[src/rtl/mmu_pkg.sv]
package mmu_pkg;

  typedef enum logic [1:0] {
    ACC_READ  = 2'd0,
    ACC_WRITE = 2'd1,
    ACC_FETCH = 2'd2,
    ACC_RSVD  = 2'd3
  } acc_e;

  typedef enum logic [1:0] {
    FLT_NONE = 2'd0,
    FLT_PAGE = 2'd1,
    FLT_PROT = 2'd2
  } flt_e;

  // Rights bits as they sit next to each other in the table word.
  typedef struct packed {
    logic user_ok;
    logic rd;
    logic wr;
    logic ex;
  } rights_t;

  localparam int PTE_VALID_BIT = 31;
  localparam int PTE_RIGHTS_HI = 30;
  localparam int PTE_RIGHTS_LO = 27;

endpackage

[src/rtl/mmu_perm.sv]
module mmu_perm
  import mmu_pkg::*;
(
  input  rights_t rights,
  input  acc_e    kind,
  input  logic    user,
  output logic    ok
);
  logic kind_ok;

  always_comb begin
    unique case (kind)
      ACC_READ:  kind_ok = rights.rd;
      ACC_WRITE: kind_ok = rights.wr;
      ACC_FETCH: kind_ok = rights.ex;
      default:   kind_ok = 1'b0;
    endcase
    ok = kind_ok && (!user || rights.user_ok);
  end
endmodule

[src/rtl/mmu_tlb.sv]
module mmu_tlb
  import mmu_pkg::*;
#(
  parameter int VPN_W   = 20,
  parameter int PPN_W   = 12,
  parameter int ENTRIES = 8
) (
  input  logic               clk,
  input  logic               rst_n,
  input  logic               flush,
  input  logic [VPN_W-1:0]   lk_vpn,
  output logic [ENTRIES-1:0] hit_vec,
  output logic               hit,
  output logic [PPN_W-1:0]   hit_ppn,
  output rights_t            hit_rights,
  input  logic               ins_en,
  input  logic [VPN_W-1:0]   ins_vpn,
  input  logic [PPN_W-1:0]   ins_ppn,
  input  rights_t            ins_rights
);
  localparam int IDX_W = (ENTRIES > 1) ? $clog2(ENTRIES) : 1;
  localparam logic [IDX_W-1:0] LAST = IDX_W'(ENTRIES - 1);

  logic [ENTRIES-1:0] vld_q;
  logic [VPN_W-1:0]   tag_q [ENTRIES];
  logic [PPN_W-1:0]   ppn_q [ENTRIES];
  rights_t            rgt_q [ENTRIES];
  logic [IDX_W-1:0]   victim_q;

  wire do_ins = ins_en && !flush;

  genvar g;
  generate
    for (g = 0; g < ENTRIES; g++) begin : g_slot
      assign hit_vec[g] = vld_q[g] && (tag_q[g] == lk_vpn);

      always_ff @(posedge clk) begin
        if (!rst_n) begin
          vld_q[g] <= 1'b0;
          tag_q[g] <= '0;
          ppn_q[g] <= '0;
          rgt_q[g] <= '0;
        end else if (flush) begin
          vld_q[g] <= 1'b0;
        end else if (do_ins && victim_q == IDX_W'(g)) begin
          vld_q[g] <= 1'b1;
          tag_q[g] <= ins_vpn;
          ppn_q[g] <= ins_ppn;
          rgt_q[g] <= ins_rights;
        end
      end
    end
  endgenerate

  // Tags are unique, so at most one slot matches: an OR of masked slots is the mux.
  always_comb begin
    hit_ppn    = '0;
    hit_rights = '0;
    for (int i = 0; i < ENTRIES; i++) begin
      hit_ppn    = hit_ppn    | ({PPN_W{hit_vec[i]}} & ppn_q[i]);
      hit_rights = hit_rights | ({$bits(rights_t){hit_vec[i]}} & rgt_q[i]);
    end
    hit = |hit_vec;
  end

  always_ff @(posedge clk) begin
    if (!rst_n)
      victim_q <= '0;
    else if (do_ins)
      victim_q <= (victim_q == LAST) ? '0 : victim_q + 1'b1;
  end
endmodule

[src/rtl/mmu_xlate.sv]
module mmu_xlate
  import mmu_pkg::*;
#(
  parameter int VA_W        = 32,
  parameter int PA_W        = 24,
  parameter int OFF_W       = 12,
  parameter int TLB_ENTRIES = 8,
  parameter int PTE_W       = 32
) (
  input  logic             clk,
  input  logic             rst_n,
  input  logic             flush,
  input  logic [PA_W-1:0]  ptbr,
  input  logic             req_valid,
  output logic             req_ready,
  input  logic [VA_W-1:0]  req_vaddr,
  input  logic [1:0]       req_kind,
  input  logic             req_user,
  output logic             rsp_valid,
  input  logic             rsp_ready,
  output logic [PA_W-1:0]  rsp_paddr,
  output logic [1:0]       rsp_fault,
  output logic             mem_req_valid,
  input  logic             mem_req_ready,
  output logic [PA_W-1:0]  mem_addr,
  input  logic             mem_rsp_valid,
  input  logic [PTE_W-1:0] mem_rsp_data
);
  localparam int VPN_W = VA_W - OFF_W;
  localparam int PPN_W = PA_W - OFF_W;

  typedef enum logic [2:0] {S_IDLE, S_LOOK, S_WREQ, S_WAIT, S_RESP} st_e;

  st_e              st_q;
  logic [VA_W-1:0]  va_q;
  acc_e             kind_q;
  logic             user_q;
  logic [PA_W-1:0]  pa_q;
  flt_e             flt_q;

  logic [VPN_W-1:0]       vpn;
  logic [OFF_W-1:0]       off;
  logic [TLB_ENTRIES-1:0] tlb_hit_vec;
  logic                   tlb_hit;
  logic [PPN_W-1:0]       tlb_ppn;
  rights_t                tlb_rights;

  logic             walk_vld;
  rights_t          walk_rights;
  logic [PPN_W-1:0] walk_ppn;
  rights_t          chk_rights;
  logic             perm_ok;
  logic             ins_en;
  logic [PTE_RIGHTS_LO-PPN_W-1:0] unused_pte_bits;

  assign vpn = va_q[VA_W-1:OFF_W];
  assign off = va_q[OFF_W-1:0];

  assign walk_vld        = mem_rsp_data[PTE_VALID_BIT];
  assign walk_rights     = rights_t'(mem_rsp_data[PTE_RIGHTS_HI:PTE_RIGHTS_LO]);
  assign walk_ppn        = mem_rsp_data[PPN_W-1:0];
  assign unused_pte_bits = mem_rsp_data[PTE_RIGHTS_LO-1:PPN_W];

  assign chk_rights = (st_q == S_WAIT) ? walk_rights : tlb_rights;
  assign ins_en     = (st_q == S_WAIT) && mem_rsp_valid && walk_vld && perm_ok;

  mmu_tlb #(
    .VPN_W  (VPN_W),
    .PPN_W  (PPN_W),
    .ENTRIES(TLB_ENTRIES)
  ) u_tlb (
    .clk       (clk),
    .rst_n     (rst_n),
    .flush     (flush),
    .lk_vpn    (vpn),
    .hit_vec   (tlb_hit_vec),
    .hit       (tlb_hit),
    .hit_ppn   (tlb_ppn),
    .hit_rights(tlb_rights),
    .ins_en    (ins_en),
    .ins_vpn   (vpn),
    .ins_ppn   (walk_ppn),
    .ins_rights(walk_rights)
  );

  mmu_perm u_perm (
    .rights(chk_rights),
    .kind  (kind_q),
    .user  (user_q),
    .ok    (perm_ok)
  );

  always_ff @(posedge clk) begin
    if (!rst_n) begin
      st_q   <= S_IDLE;
      va_q   <= '0;
      kind_q <= ACC_READ;
      user_q <= 1'b0;
      pa_q   <= '0;
      flt_q  <= FLT_NONE;
    end else begin
      unique case (st_q)
        S_IDLE: if (req_valid) begin
          va_q   <= req_vaddr;
          kind_q <= acc_e'(req_kind);
          user_q <= req_user;
          st_q   <= S_LOOK;
        end
        S_LOOK: if (tlb_hit) begin
          flt_q <= perm_ok ? FLT_NONE : FLT_PROT;
          pa_q  <= perm_ok ? {tlb_ppn, off} : '0;
          st_q  <= S_RESP;
        end else begin
          st_q <= S_WREQ;
        end
        S_WREQ: if (mem_req_ready) st_q <= S_WAIT;
        S_WAIT: if (mem_rsp_valid) begin
          if (!walk_vld) begin
            flt_q <= FLT_PAGE;
            pa_q  <= '0;
          end else begin
            flt_q <= perm_ok ? FLT_NONE : FLT_PROT;
            pa_q  <= perm_ok ? {walk_ppn, off} : '0;
          end
          st_q <= S_RESP;
        end
        S_RESP: if (rsp_ready) st_q <= S_IDLE;
        default: st_q <= S_IDLE;
      endcase
    end
  end

  assign req_ready     = (st_q == S_IDLE);
  assign rsp_valid     = (st_q == S_RESP);
  assign rsp_paddr     = pa_q;
  assign rsp_fault     = flt_q;
  assign mem_req_valid = (st_q == S_WREQ);
  assign mem_addr      = ptbr + (PA_W'(vpn) << 2);
endmodule

[config.mk]
export PLATFORM = sky130hd
export DESIGN_NAME = mmu_xlate
export DESIGN_NICKNAME = d
export VERILOG_FILES = /design/src/rtl/mmu_pkg.sv /design/src/rtl/mmu_perm.sv /design/src/rtl/mmu_tlb.sv /design/src/rtl/mmu_xlate.sv
export SDC_FILE = /design/constraint.sdc
export NUM_CORES = 1
export LEC_CHECK = 0
export ABC_AREA = 1
export CORE_MARGIN = 4
export CORE_UTILIZATION = 30
export DETAILED_ROUTE_END_ITERATION = 16
export DONT_BUFFER_PORTS = 1
export GPL_TIMING_DRIVEN = 0
export PLACE_DENSITY = 0.47
export SLEW_MARGIN = 0
export SYNTH_ARGS = -nofsm -noshare
export SYNTH_HDL_FRONTEND = slang
export SYNTH_SLANG_ARGS = --single-unit
[constraint.sdc]
create_clock -name clk -period 5.4 [get_ports clk]
set_clock_uncertainty 0.1 [all_clocks]
set_input_delay 0.81 -clock clk [delete_from_list [all_inputs] [get_ports clk]]
set_output_delay 0.81 -clock clk [all_outputs]
set_load 0.03 [all_outputs]
# After elaboration in Yosys (flattened, before gate mapping)
# Memory sizes are Yosys's and may differ from the RTL's.
# Cells that the tools add are included.
# word_totals
regBits,75
ramBits,288
inputBits,98
out_inout_bits,53
word_cells,211
n_memories,3
# classes
addsub,2
eq_ne,26
n_mux,77
bitwise_logic,55
n_reduce_logical,33
# mem_list
memory,words,word_bits,read_ports,rd_clocked_by_memory_dff,write_ports,line,source
u_tlb.tag_q,8,20,8,0,8,mmu_tlb.sv:25,logic [VPN_W-1:0] tag_q [ENTRIES];
u_tlb.ppn_q,8,12,8,0,8,mmu_tlb.sv:26,logic [PPN_W-1:0] ppn_q [ENTRIES];
u_tlb.rgt_q,8,4,8,0,8,mmu_tlb.sv:27,rights_t rgt_q [ENTRIES];
# ops
op,n
20-bit == test,8
20-bit two-way mux,8
24-bit two-way mux,5
12-bit bitwise AND,8
12-bit two-way mux,8
12-bit bitwise OR,7
24-bit case mux with 2 select lines,1
4-bit two-way mux,9
1-bit two-way mux,33
4-bit bitwise AND,8
4-bit bitwise OR,7
24-bit by 22-bit adder with 24-bit output,1
1-bit bitwise OR,24
1-bit logical AND,21
3-bit two-way mux,6
3-bit == test (second input constant),5
3-bit case mux with 5 select lines,1
3-bit by 2-bit == test with 1-bit output (second input constant),4
2-bit two-way mux,4
8-bit OR reduction,1
3-bit by 1-bit == test with 1-bit output (second input constant),2
3-bit zero test,2
2-bit inequality test (second input constant),3
2-bit by 1-bit inequality test with 1-bit output (second input constant),2
14 further kinds,15

# Logic depth before layout (Yosys ltp)
# logic_depth
ltp_word,21
ltp_mapped,21
mapped_depth_nobuf,17

# Cells and area by module
# From an unflattened synthesis, not the netlist that was laid out.
# hier_totals
cells_unflattened,2253
area_unflattened_um2,18883.1
# by_module_without_submodules
mod,n_inst,cells_each,area_per_inst_um2,seq_area_each_um2
mmu_tlb,1,1611,14777.9,8868.5
mmu_xlate,1,631,4058.9,1281.2
mmu_perm,1,11,46.3,0.0

# Least setup slack after synthesis
# Ideal clock, no wire load.
# synth_timing
path_kind,in2out
start,input port ptbr[2]
end,output port mem_addr[22]
arrival_ns,2.999
required_time_ns,4.490
setup_slack_ns,1.491
cell_stages,11
n_path_buf,0
path_cell_list,ha_1 inv_1 fa_1 o21ai_0 a21oi_1 inv_1 a21oi_1 o21ai_0 a21oi_1 o21ai_0 xor2_1
# synth_between
elab_chain_len,1
# synth_rtl
element,line,source
start: declaration,mmu_xlate.sv:13,"input logic [PA_W-1:0] ptbr,"
24-bit by 22-bit adder with 24-bit output,mmu_xlate.sv:138,assign mem_addr = ptbr + (PA_W'(vpn) << 2);
end: declaration,mmu_xlate.sv:25,"output logic [PA_W-1:0] mem_addr,"
# No other way between the ends.

# Worst setup path in the final report
# layout_timing
start,register va_q[13]
end,output port mem_addr[22]
# layout_between
elab_chain_len,1
# layout_rtl
element,line,source
start: declaration,mmu_xlate.sv:35,logic [VA_W-1:0] va_q;
start signal: assignment,mmu_xlate.sv:104,va_q <= req_vaddr;
24-bit by 22-bit adder with 24-bit output,mmu_xlate.sv:138,
# No other way between the ends.

==> summary.txt <==
Place
  • PortBufs: 0
  • Routability Congestion: 0.906
  • DPL Wire Length: 56700 µm
  • Place WS: 122 ps
  • Dpl cell area: 21000 µm²

Timing
  • Final setup vio count: 0
  • Fin crit period: 4870 ps
  • Setup tns final: 0 ps
  • Worst rel slew slack: 0.222
  • Worst Tran Pin Value: 1170 ps
  • RSZ-0062 raised after global routing: false
  • Fin worst setup slack: 528 ps
  • Final max-slew violation count: 0
  • Achievable Freq: 205 MHz
  • Final critical-path share of the clock period: 0.902
  • Final Hold Vio Count: 0

Clocking
  • Longest Clk Path Bufs: 3
  • CTS tree: built
  • Root cell of the clock tree: clkbuf_16
  • Clock-pin transition on the worst setup and hold timing paths: 60 ps
  • Worst-Skew Late Latency: 590 ps
  • Number of CTS-inserted buffers: 43
  • Post-CTS Setup Bufs: 0
  • Clock Sink Count: 363
  • H-tree depth: 2

Global routing
  • Vias in the first global route: 16500
  • All-Layer GR Usage: 0.222
  • First-pass GRT wire length: 114000 µm
  • Total gr overflow: 0
  • Largest net degree at the start of global routing: 37
  • Initial antenna violation count: 0

Min path
  • Hold_sp: req_vaddr[11]
  • Worst Hold Class: input pin to flop
  • Min-Delay Endpoint: va_q[11]$_SDFFE_PN0P_
  • Hold Path Cell Cnt: 2

Detailed routing
  • Number of remaining DRC errors: 0
  • First-pass DRT Iterations: 6
  • Remaining antenna violation count: 0
  • Total Wirelength: 80200 µm
  • Vias: 17000
  • Starting DRC count in detailed routing: 1792
  • Via-to-Cell Ratio: 5.16
  • WL per Instance: 24.4 µm

Setup path
  • Startpoint class of the critical path: flop
  • Slack of the worst reg-to-reg path: 750 ps
  • Reg2reg end: u_tlb.tag_q[0][1]$_SDFFCE_PN0P_
  • Reg2Reg Depth: 19
  • Worst flop-to-flop path startpoint: va_q[16]$_SDFFE_PN0P_
  • Arrival @ worst endpoint: 3960 ps
  • WS Path Type: flop to primary output
  • CP required: 4490 ps
  • Critical path endpoint category: primary output
  • CP Max Fanout: 19

Synth
  • Cell taking the most area after synthesis: edfxtp_1
  • Share of the synthesized area in the top cell type: 0.438
  • Synth Net Count: 2473
  • Mapped Area: 19700 µm²
  • Synth warnings: 0
  • Post-Syn Instances: 2348
  • Synthesized area per cell: 8.41 µm²
  • Yosys reg bits: 363
  • Top post-synthesis cells by area: edfxtp_1, nand2_1, dfxtp_1
  • Unique cell type count in the Yosys netlist: 40
  • Seq/Total Area, Yosys: 0.514

Final layout
  • Area of the multi-input gates: 7730 µm²
  • Filler cells: 6733
  • Area growth from synthesis to layout: 13.4%
  • Finished Cell Area: 22400 µm²
  • Storage cell area: 10200 µm²
  • Share of cells above drive strength 1: 0.108
  • Fin nets: 2523
  • Diode count: 0

Run
  • Max-Cap Viols: 0

Die
  • FP Rows: 93
  • Die Ht: 265 µm
  • Initial Util: 0.305
  • Chip width: 265 µm
  • Core Region: 64800 µm²
  • Io pins: 151
  • Die ar.: 70000 µm²

Run status
  • Run status: complete, no violations

Pwr
  • Peak supply drop: 0.236 mV
  • Overall Power: 0.00793 W
  • Pwr dens: 354 nW/µm²
  • LEAKAGE: 8.91 nW
-- critical path: stages (launching register included) --
cell	delay, ps
dfxtp_2	540
inv_2	200
buf_6	250
fa_1	450
o21ai_0	400
a21oi_1	250
inv_1	90
a21oi_1	90
o21ai_0	290
a21oi_1	100
o21ai_0	300
xor2_2	390
-- cell families after synthesis --
family	synth area share
xor+xnor	0.0200
compound gates	0.0747
fa+ha+maj	0.0175
flops	0.514
simple gates	0.278
buf+inv	0.0957
-- cell usage in the layout (no fill, tap or decap), types with 3 or more instances in the layout --
cell and instances:
inv_4 4, buf_2 31, nor3_2 41, a21oi_1 110
buf_12 3, nor2_1 295, nand3b_1 5, nand2_2 13
nor2_2 11, o22ai_1 32, buf_16 3, clkbuf_16 43
nand4_1 53, nand4_4 3, o211ai_1 6, dfxtp_1 74
ha_1 26, buf_6 29, o21ai_0 106, inv_2 15
clkinv_2 7, nor4_1 6, xor2_1 23, o21ai_1 4
xnor2_1 21, clkinv_1 18, nand3_1 63, or2_2 16
nand2_1 554, edfxtp_1 288, buf_4 18, nor2_4 4
nor3_1 155, nand3_2 3, a211oi_1 5, clkbuf_1 65
inv_1 245, clkbuf_8 8, o2111ai_1 8
-- cells in the mapped netlist, drive strengths merged --
cell	number
clkbuf	53
o22ai	32
nand3b	5
o211ai	6
a21oi	111
nand4	56
nor2	310
xor2	24
o21ai	110
nor3	196
fa	1
ha	26
nor3b	2
xnor2	21
inv	264
dfxtp	75
edfxtp	288
a211oi	5
and3	1
nand2	567
o2111ai	8
nand3	66
a31oi	2
nor4	6
buf	80
clkinv	17
or2	16
-- through the flow --
step	hold slack [ps]	utilization	instances
finish	281	0.345	3288
global route	274	0.345	3288
CTS	246	0.345	3288
detailed placement	354	0.324	3209
global placement	348	0.321	3203
floorplan	330	-	2348
-- sequential cells by signal, indices dropped and copies added, names as in the netlist --
signal,count
st_q,3
u_tlb.ppn_q,96
rsp_paddr,24
u_tlb.tag_q,160
rsp_fault,2
va_q,32
u_tlb.victim_q,3
kind_q,2
u_tlb.vld_q,8
u_tlb.rgt_q,32
user_q,1
-- worst max path at each step --
stage	end	slack, ps	start
floorplan	mem_addr[22]	1490	ptbr[2]
global placement	u_tlb.tag_q[3][24]$_SDFFCE_PN0P_	110	va_q[16]$_SDFFE_PN0P_
detailed placement	mem_addr[22]	120	va_q[13]$_SDFFE_PN0P_
CTS	mem_addr[22]	520	va_q[13]$_SDFFE_PN0P_
global route	mem_addr[22]	350	va_q[13]$_SDFFE_PN0P_
finish	mem_addr[22]	530	va_q[13]$_SDFFE_PN0P_
-- layer usage --
| layer | vias to the layer above | global-route usage | part of all wire |
|---|---|---|---|
| li1 | 7883 | - | - |
| met1 | 8219 | 0.292 | 0.42 |
| met2 | 679 | 0.368 | 0.47 |
| met3 | 172 | 0.0316 | 0.062 |
| met4 | 0 | 0.0935 | 0.048 |
| met5 | - | 0 | 0 |
-- repair_timing --
item                       CTS  global route
hold endpoints to repair     0             0
hold buffers                 0             0
setup endpoints to repair    5             0
resized for setup            2             0
-- where the power goes --
group	switching (W)	total, W	internal, W	leakage, nW
Combinational	0.00132	0.00172	0.000407	4.63
Clock	0.00127	0.00297	0.00171	0.697
Sequential	0.000102	0.00323	0.00313	3.58
-- area by class of cell --
class	instances	share of cell area
plain buffers	132	0.0366
clock buffers	66	0.0558
clock inverters	14	0.00715
inverters	281	0.0476
multi-input cells	1571	0.345
flip-flops and latches	363	0.453
well taps	855	0.0478
repair buffers	6	0.00637
Note: power is estimated with default switching activity, not from simulation.
